===== src/rtl/i2c_host_ctl.sv =====
module i2c_host_ctl #(
  parameter int CLK_DIV = 4,
  parameter int AW      = 5
) (
  input  logic          clk,
  input  logic          rst_n,
  input  logic [AW-1:0] reg_addr,
  input  logic          reg_wr,
  input  logic          reg_rd,
  input  logic [7:0]    reg_wdata,
  output logic [7:0]    reg_rdata,
  output logic          busy,
  input  logic          scl_i,
  input  logic          sda_i,
  output logic          scl_oe,
  output logic          sda_oe
);
  localparam int DW = $clog2(CLK_DIV) + 1;
  localparam logic [AW-1:0] A_DATA = AW'(0), A_TADR = AW'(1), A_CTRL = AW'(2),
    A_MODE = AW'(3), A_STAT = AW'(4), A_XSTA = AW'(5), A_XCTL = AW'(6),
    A_XCNT = AW'(7), A_LINE = AW'(8);

  typedef enum logic [2:0] {S_IDLE, S_HOLD, S_START, S_BIT, S_STOP} st_t;
  typedef enum logic [1:0] {J_ADDR, J_WDAT, J_RDAT} job_t;

  st_t        st;
  job_t       job;
  logic       rdm, scl_lo, sda_lo, pt, err, mdbs, xfra;
  logic [1:0] q, pend, ctl_hi;
  logic [3:0] ctl_lo, bitn;
  logic [DW-1:0] dcnt;
  logic [8:0] tx, rx;
  logic [7:0] taddr, wdat, rbuf, mode, xcnt, xctl;

  wire active = (st == S_START) || (st == S_BIT) || (st == S_STOP);
  wire tick   = (dcnt == DW'(CLK_DIV - 1));
  wire srst   = reg_wr && reg_addr == A_XCTL && reg_wdata[0];
  wire wr_dat = reg_wr && reg_addr == A_DATA && !active;
  wire wr_ctl = reg_wr && reg_addr == A_CTRL && !active;
  wire rd_dat = reg_rd && reg_addr == A_DATA && mdbs && !active;

  assign busy   = active;
  assign scl_oe = scl_lo;
  assign sda_oe = sda_lo;

  always_comb begin
    case (reg_addr)
      A_DATA:  reg_rdata = rbuf;
      A_TADR:  reg_rdata = taddr;
      A_CTRL:  reg_rdata = {ctl_hi, pend, ctl_lo};
      A_MODE:  reg_rdata = mode;
      A_STAT:  reg_rdata = {2'b00, mdbs, 2'b00, err, 1'b0, pt};
      A_XSTA:  reg_rdata = {7'd0, xfra};
      A_XCTL:  reg_rdata = xctl;
      A_XCNT:  reg_rdata = xcnt;
      A_LINE:  reg_rdata = {4'h0, 2'b11, sda_i, scl_i};
      default: reg_rdata = 8'h00;
    endcase
  end

  always_ff @(posedge clk) begin
    if (!rst_n || srst) begin
      st <= S_IDLE; job <= J_ADDR; rdm <= 1'b0; scl_lo <= 1'b0; sda_lo <= 1'b0;
      pt <= 1'b0; err <= 1'b0; mdbs <= 1'b0; xfra <= 1'b0;
      q <= '0; pend <= '0; ctl_hi <= '0; ctl_lo <= '0; bitn <= '0; dcnt <= '0;
      tx <= '1; rx <= '0; taddr <= '0; wdat <= '0; rbuf <= '0;
      mode <= '0; xcnt <= '0; xctl <= '0;
    end else begin
      if (reg_wr) begin
        case (reg_addr)
          A_TADR: taddr <= reg_wdata;
          A_MODE: mode  <= reg_wdata & 8'hDF;
          A_XCNT: xcnt  <= reg_wdata & 8'h77;
          A_XCTL: xctl  <= reg_wdata;
          A_XSTA: if (reg_wdata[0]) xfra <= 1'b0;
          default: ;
        endcase
      end
      if (wr_dat) begin
        wdat <= reg_wdata;
        q <= '0; dcnt <= '0;
        if (st == S_IDLE) begin
          pt <= 1'b1; rdm <= 1'b0; job <= J_ADDR; st <= S_START;
        end else begin
          job <= J_WDAT; tx <= {reg_wdata, 1'b1}; bitn <= '0; st <= S_BIT;
        end
      end
      if (wr_ctl) begin
        ctl_hi <= reg_wdata[7:6]; pend <= reg_wdata[5:4]; ctl_lo <= reg_wdata[3:0];
        q <= '0; dcnt <= '0;
        if (reg_wdata[0]) begin
          pt <= 1'b0;
          if (reg_wdata[1]) begin
            rdm <= 1'b1; job <= J_ADDR; st <= S_START;
          end else if (st == S_HOLD) begin
            st <= S_STOP;
          end
        end
      end
      if (rd_dat) begin
        if (pend == 2'd0) mdbs <= 1'b0;
        else begin
          pend <= pend - 2'd1; rdm <= 1'b1; job <= J_ADDR; st <= S_START;
          q <= '0; dcnt <= '0;
        end
      end
      if (active) begin
        if (!tick) dcnt <= dcnt + 1'b1;
        else begin
          dcnt <= '0;
          q    <= q + 2'd1;
          case (st)
            S_START: case (q)
              2'd0: sda_lo <= 1'b0;
              2'd1: scl_lo <= 1'b0;
              2'd2: sda_lo <= 1'b1;
              default: begin
                scl_lo <= 1'b1; st <= S_BIT; bitn <= '0;
                tx <= {taddr[7:1], rdm, 1'b1};
              end
            endcase
            S_BIT: case (q)
              2'd0: sda_lo <= ~tx[8];
              2'd1: scl_lo <= 1'b0;
              2'd2: rx <= {rx[7:0], sda_i};
              default: begin
                scl_lo <= 1'b1;
                tx     <= {tx[7:0], 1'b1};
                bitn   <= bitn + 4'd1;
                if (bitn == 4'd8) begin
                  bitn <= '0;
                  if (job != J_RDAT && rx[0]) begin
                    err <= 1'b1; xfra <= 1'b1; pt <= 1'b0; st <= S_STOP;
                  end else if (job == J_ADDR) begin
                    err <= 1'b0;
                    job <= rdm ? J_RDAT : J_WDAT;
                    tx  <= rdm ? 9'h1FF : {wdat, 1'b1};
                  end else if (job == J_WDAT) begin
                    st <= S_HOLD;
                  end else begin
                    rbuf <= rx[8:1]; mdbs <= 1'b1;
                    st <= (pend == 2'd0) ? S_STOP : S_HOLD;
                  end
                end
              end
            endcase
            S_STOP: case (q)
              2'd0: sda_lo <= 1'b1;
              2'd1: scl_lo <= 1'b0;
              2'd2: sda_lo <= 1'b0;
              default: st <= S_IDLE;
            endcase
            default: ;
          endcase
        end
      end
    end
  end


  sda_stable_chk: assert property (@(posedge clk) disable iff (!rst_n)
    (st == S_BIT && !scl_lo && $past(!scl_lo)) |-> $stable(sda_lo));

  idle_release_chk: assert property (@(posedge clk) disable iff (!rst_n)
    (st == S_IDLE) |-> (!scl_lo && !sda_lo));

  nack_flags_chk: assert property (@(posedge clk) disable iff (!rst_n)
    $rose(xfra) |-> (err && !pt));

  pend_up_chk: assert property (@(posedge clk) disable iff (!rst_n)
    (pend > $past(pend)) |-> $past(reg_wr && reg_addr == A_CTRL));

  stat_keep_chk: assert property (@(posedge clk) disable iff (!rst_n)
    $past(reg_wr && reg_addr == A_STAT && !active) |->
      (err == $past(err) && pt == $past(pt) && mdbs == $past(mdbs)));

  busy_ignore_chk: assert property (@(posedge clk) disable iff (!rst_n)
    $past(active && reg_wr && reg_addr == A_CTRL) |-> (pend == $past(pend)));
endmodule


===== config.mk =====
export PLATFORM = sky130hd
export DESIGN_NAME = i2c_host_ctl
export DESIGN_NICKNAME = d
export VERILOG_FILES = /design/src/rtl/i2c_host_ctl.sv
export SDC_FILE = /design/constraint.sdc
export NUM_CORES = 1
export LEC_CHECK = 0
export BUFFER_PORTS_ARGS = -buffer_cell sky130_fd_sc_hd__buf_2
export CORE_UTILIZATION = 25
export DETAILED_ROUTE_END_ITERATION = 10
export GPL_TIMING_DRIVEN = 0
export PLACE_DENSITY = 0.44
export SYNTH_ARGS = -nofsm -noshare
export SYNTH_HDL_FRONTEND = slang
export SYNTH_SLANG_ARGS = --single-unit

===== constraint.sdc =====
create_clock -name clk -period 2.3 [get_ports clk]
set_input_delay 0.115 -clock clk [delete_from_list [all_inputs] [get_ports clk]]
set_output_delay 0.115 -clock clk [all_outputs]
set_load 0.01 [all_outputs]

==> run_results.csv <==
group,metric,value,unit
yosys,synth-edff-count,0,
critical_path,setup.worst_path.start_class,"flop",
yosys,post_synthesis_sequential_area_ratio,38.9,%
cells_and_area,design.final.nets,620,
detailed_routing,via_per_inst,5.26,
detailed_routing,wl_met2,7.48,mm
critical_path,critical-path-top-delay-family,"simple AND/OR/NAND/NOR gates",
critical_path,ff_to_ff_path_depth,6,
detailed_routing,first_iter_violations,406,
floorplanning,initial_utilization,25.9,%
clock_network,tritoncts_num_sinks,92,
critical_path,worstPathRequired,2.55,ns
floorplanning,floorplan.core_area,18300,um^2
grt,global_route_wire_length_before_repair,24.9,mm
critical_path,critPathMaxFanout,9,
clock_network,htree_num_levels,3,
clock_network,clock_path_buffers,2,
floorplanning,dieArea,19500,um^2
detailed_routing,highest-signal-layer,"met4",
clock_network,cts_hold_repair.buffers,0,
detailed_routing,via_count,4356,
cells_and_area,area_growth_syn_to_layout,15.4,%
sta,fin_ws,0.0920,ns
cells_and_area,diodes,0,
critical_path,crit_path_end_kind,"flop",
detailed_routing,routedLengthMet1,7.62,mm
critical_path,crit_cells,6,
detailed_routing,routed-wl-met3,868,um
detailed_routing,drt_wl_total,16.1,mm
yosys,average_size_of_a_mapped_cell,8.48,um^2
grt,grt_remaining_overflow,0,
sta,final_setup_viols,0,
sta,achievable-frequency,453,MHz
place,place_congestion,0.874,
critical_path,crit_chain,"ha_2 -> nand4b_1 -> or2_2 -> clkbuf_1 -> or4_1 -> o41ai_1",
power,power_density,597,nW/um^2
status,status,"finished, final reports clean",
cells_and_area,fin_util,29.9,%
floorplanning,die-height,140,um
critical_path,worst_path_max_delay_cell,"or4_1",
place,io_buffers,26,
sta,finalClockSkew,0.00691,ns
power,power.static_leakage,2.13,nW
sta,worstMarginPinSlew,0.785,ns
place,post-dp-hpwl,11.8,mm
cells_and_area,share_of_final_layout_standard_cells_stronger_than_drive_strength_1,15.5,%
sta,fin_hold_viols,0,
yosys,synth_warnings,0,
grt,track_usage,16.9,%
sta,timing.hold.ws,0.0662,ns
yosys,postSynth.topFlopCell,"dfxtp_1",
yosys,synth_top_cells_by_area,"dfxtp_1 (39%), mux2i_1 (10%), nor2_1 (5.9%), a21oi_1 (5.5%), nand3_1 (3.8%)",
sta,timing.slew.headroom,47.5,%
floorplanning,floorplan.die.width,140,um
yosys,post_syn_area,4730,um^2
yosys,netlist-cell-type-count,66,
yosys,postSynthCellCount,558,
sta,maxSlewViolCount,0,
worst_hold_path,hold_path.class,"input port to flop",
power,report.power.total,0.00326,W
floorplanning,placementRows,49,
grt,grt_start_max_net_pins,18,
worst_hold_path,worst_hold_path.num_cells,3,
detailed_routing,drt-pass1-iter-count,5,
clock_network,tritoncts_clock_tree,"built",
run,cap_viol_max_count,0,
sta,period_share,96.0,%
yosys,yosys.area.top_type_share,38.9,%
detailed_routing,antenna_left,0,
detailed_routing,drc,0,
power,irDropWorstVdd,0.315,mV
sta,grt_setup_unrepaired,"no",
critical_path,slowest_delay,0.52,ns
clock_network,clk_pin_slew,0.07,ns
detailed_routing,routed_wire_length_per_instance,19.5,um
place,post_placement_worst_setup_slack,-0.171,ns
clock_network,root_buffer_selected_by_cts,"clkbuf_16",
yosys,synth_async_sr_flop_share,0,%
grt,first_global_vias,4185,
sta,min_clock_period_post_route,2.21,ns
floorplanning,floorplan.io_pins,30,
yosys,mappedNetlistNets,584,
yosys,synth.largest_area_cell,"dfxtp_1",
cells_and_area,final_design_area_no_fill,5460,um^2
place,placedInstanceArea,5150,um^2
clock_network,cts_made_buffers,9,
critical_path,arrival,2.46,ns
clock_network,clk_latency,0.35,ns
grt,antenna_violations_before_repair,0,
critical_path,critical_path_buf_inv_count,1,
critical_path,critical_path_class,"flop to flop",
yosys,yosys_register_bits,92,
where the power goes:
part / switching (W) / total (W) / internal (W)
registers: 0.00000673 / 0.00161 / 0.00160
clock network: 0.000690 / 0.00145 / 0.000755
logic: 0.000150 / 0.000211 / 0.0000605
total: 0.000847 / 0.00326 / 0.00242
per-stage QoR:
stage	cells	setup TNS, ns
6_report	828	0
5_1_grt	828	0
4_1_cts	828	0
3_5_place_dp	813	-3.49
3_3_place_gp	813	-4.57
2_1_floorplan	558	0
synthesized netlist by cell type (2+ instances only):
master,number
dfxtp_1,92
nor2_1,75
a21oi_1,52
mux2i_1,48
nand2_1,40
nand3_1,36
buf_2,19
o21ai_0,17
clkbuf_1,16
a22oi_1,13
inv_1,11
mux2_2,10
nor3_1,10
nor2b_1,8
ha_1,7
nand2b_1,7
a31oi_1,6
o221ai_1,6
nand3b_1,5
or4_1,5
a211oi_1,4
and2_1,4
nand4_1,4
a222oi_1,3
a32oi_1,3
nand4b_1,3
nor3b_1,3
or3_1,3
a21o_1,2
a32o_1,2
and3_1,2
buf_6,2
nor2_2,2
nor3_4,2
o211ai_1,2
o31ai_1,2
o41ai_1,2
or2_2,2
cells by family (layout without fill, tap and decap cells):
| logic type | after synthesis | in the layout | synth area share (%) |
|---|---|---|---|
| AND/OR/NAND/NOR | 224 | 224 | 24.1 |
| AO/OA/AOI/OAI | 126 | 126 | 17.1 |
| adder cells (fa/ha/maj) | 7 | 7 | 1.85 |
| flip-flops | 92 | 92 | 38.9 |
| multiplexers | 60 | 60 | 13.3 |
| buffers and inverters | 49 | 90 | 4.71 |
per-layer routing:
layer  up-vias  global-route usage (%)
met3        16                    4.44
met5         -                       0
li1       2100                       -
met4         0                    3.59
met1      2095                    22.6
met2       145                    27.3
worst reg2reg max path: cells and delay by family, from the launching register on:
kind / cells / cell delay (ns)
buffers and inverters: 1 / 0.25
DFF: 1 / 0.39
and+or+nand+nor: 3 / 1.06
AOI/OAI and AO/OA: 1 / 0.07
adders and majority gates: 1 / 0.34
layout by cell type (no fill, tap or decap), drive strengths merged, types with 4 or more instances in the layout:
| cell type | Yosys | final |
|---|---|---|
| a211oi | 4 | 4 |
| a21oi | 52 | 52 |
| a22oi | 13 | 13 |
| a31oi | 6 | 6 |
| and2 | 5 | 5 |
| buf | 22 | 48 |
| clkbuf | 16 | 25 |
| dfxtp | 92 | 92 |
| ha | 7 | 7 |
| inv | 11 | 15 |
| mux2 | 11 | 11 |
| mux2i | 48 | 48 |
| nand2 | 40 | 40 |
| nand2b | 7 | 7 |
| nand3 | 36 | 36 |
| nand3b | 5 | 5 |
| nand4 | 5 | 5 |
| nor2 | 77 | 77 |
| nor2b | 8 | 8 |
| nor3 | 13 | 13 |
| nor3b | 4 | 4 |
| o21ai | 17 | 17 |
| o221ai | 6 | 6 |
| or4 | 5 | 5 |
sequential cells by signal, summed over array words and instances (netlist names), 3 cells and up:
| register | count |
|---|---|
| xcnt | 6 |
| taddr | 8 |
| st | 3 |
| wdat | 8 |
| mode | 7 |
| rx | 9 |
| xctl | 8 |
| rbuf | 8 |
| tx | 9 |
| bitn | 4 |
| ctl_lo | 4 |
| dcnt | 3 |
final timing paths:
check,startpoint,end,slack [ns]
max,q[1],st[2],0.09
min,sda_i,rx[0],0.07
max reg2reg,q[1],st[2],0.09
min reg2reg,pt,pt,0.45
final cells by class:
cell class	count	area (um^2)
multi-input cells	417	2700
repair buffers	26	130
fillers	1958	12800
well taps	229	287
flip-flops and latches	92	1840
inverters	11	41.3
clock buffers	10	229
clock inverters	6	53.8
plain buffers	37	178
timing repair:
item	CTS	global route
buffers inserted	0	0
resized for setup	2	6
endpoints found under the setup margin	15	13
gates cloned	0	0
(Power assumes the default switching activity.)
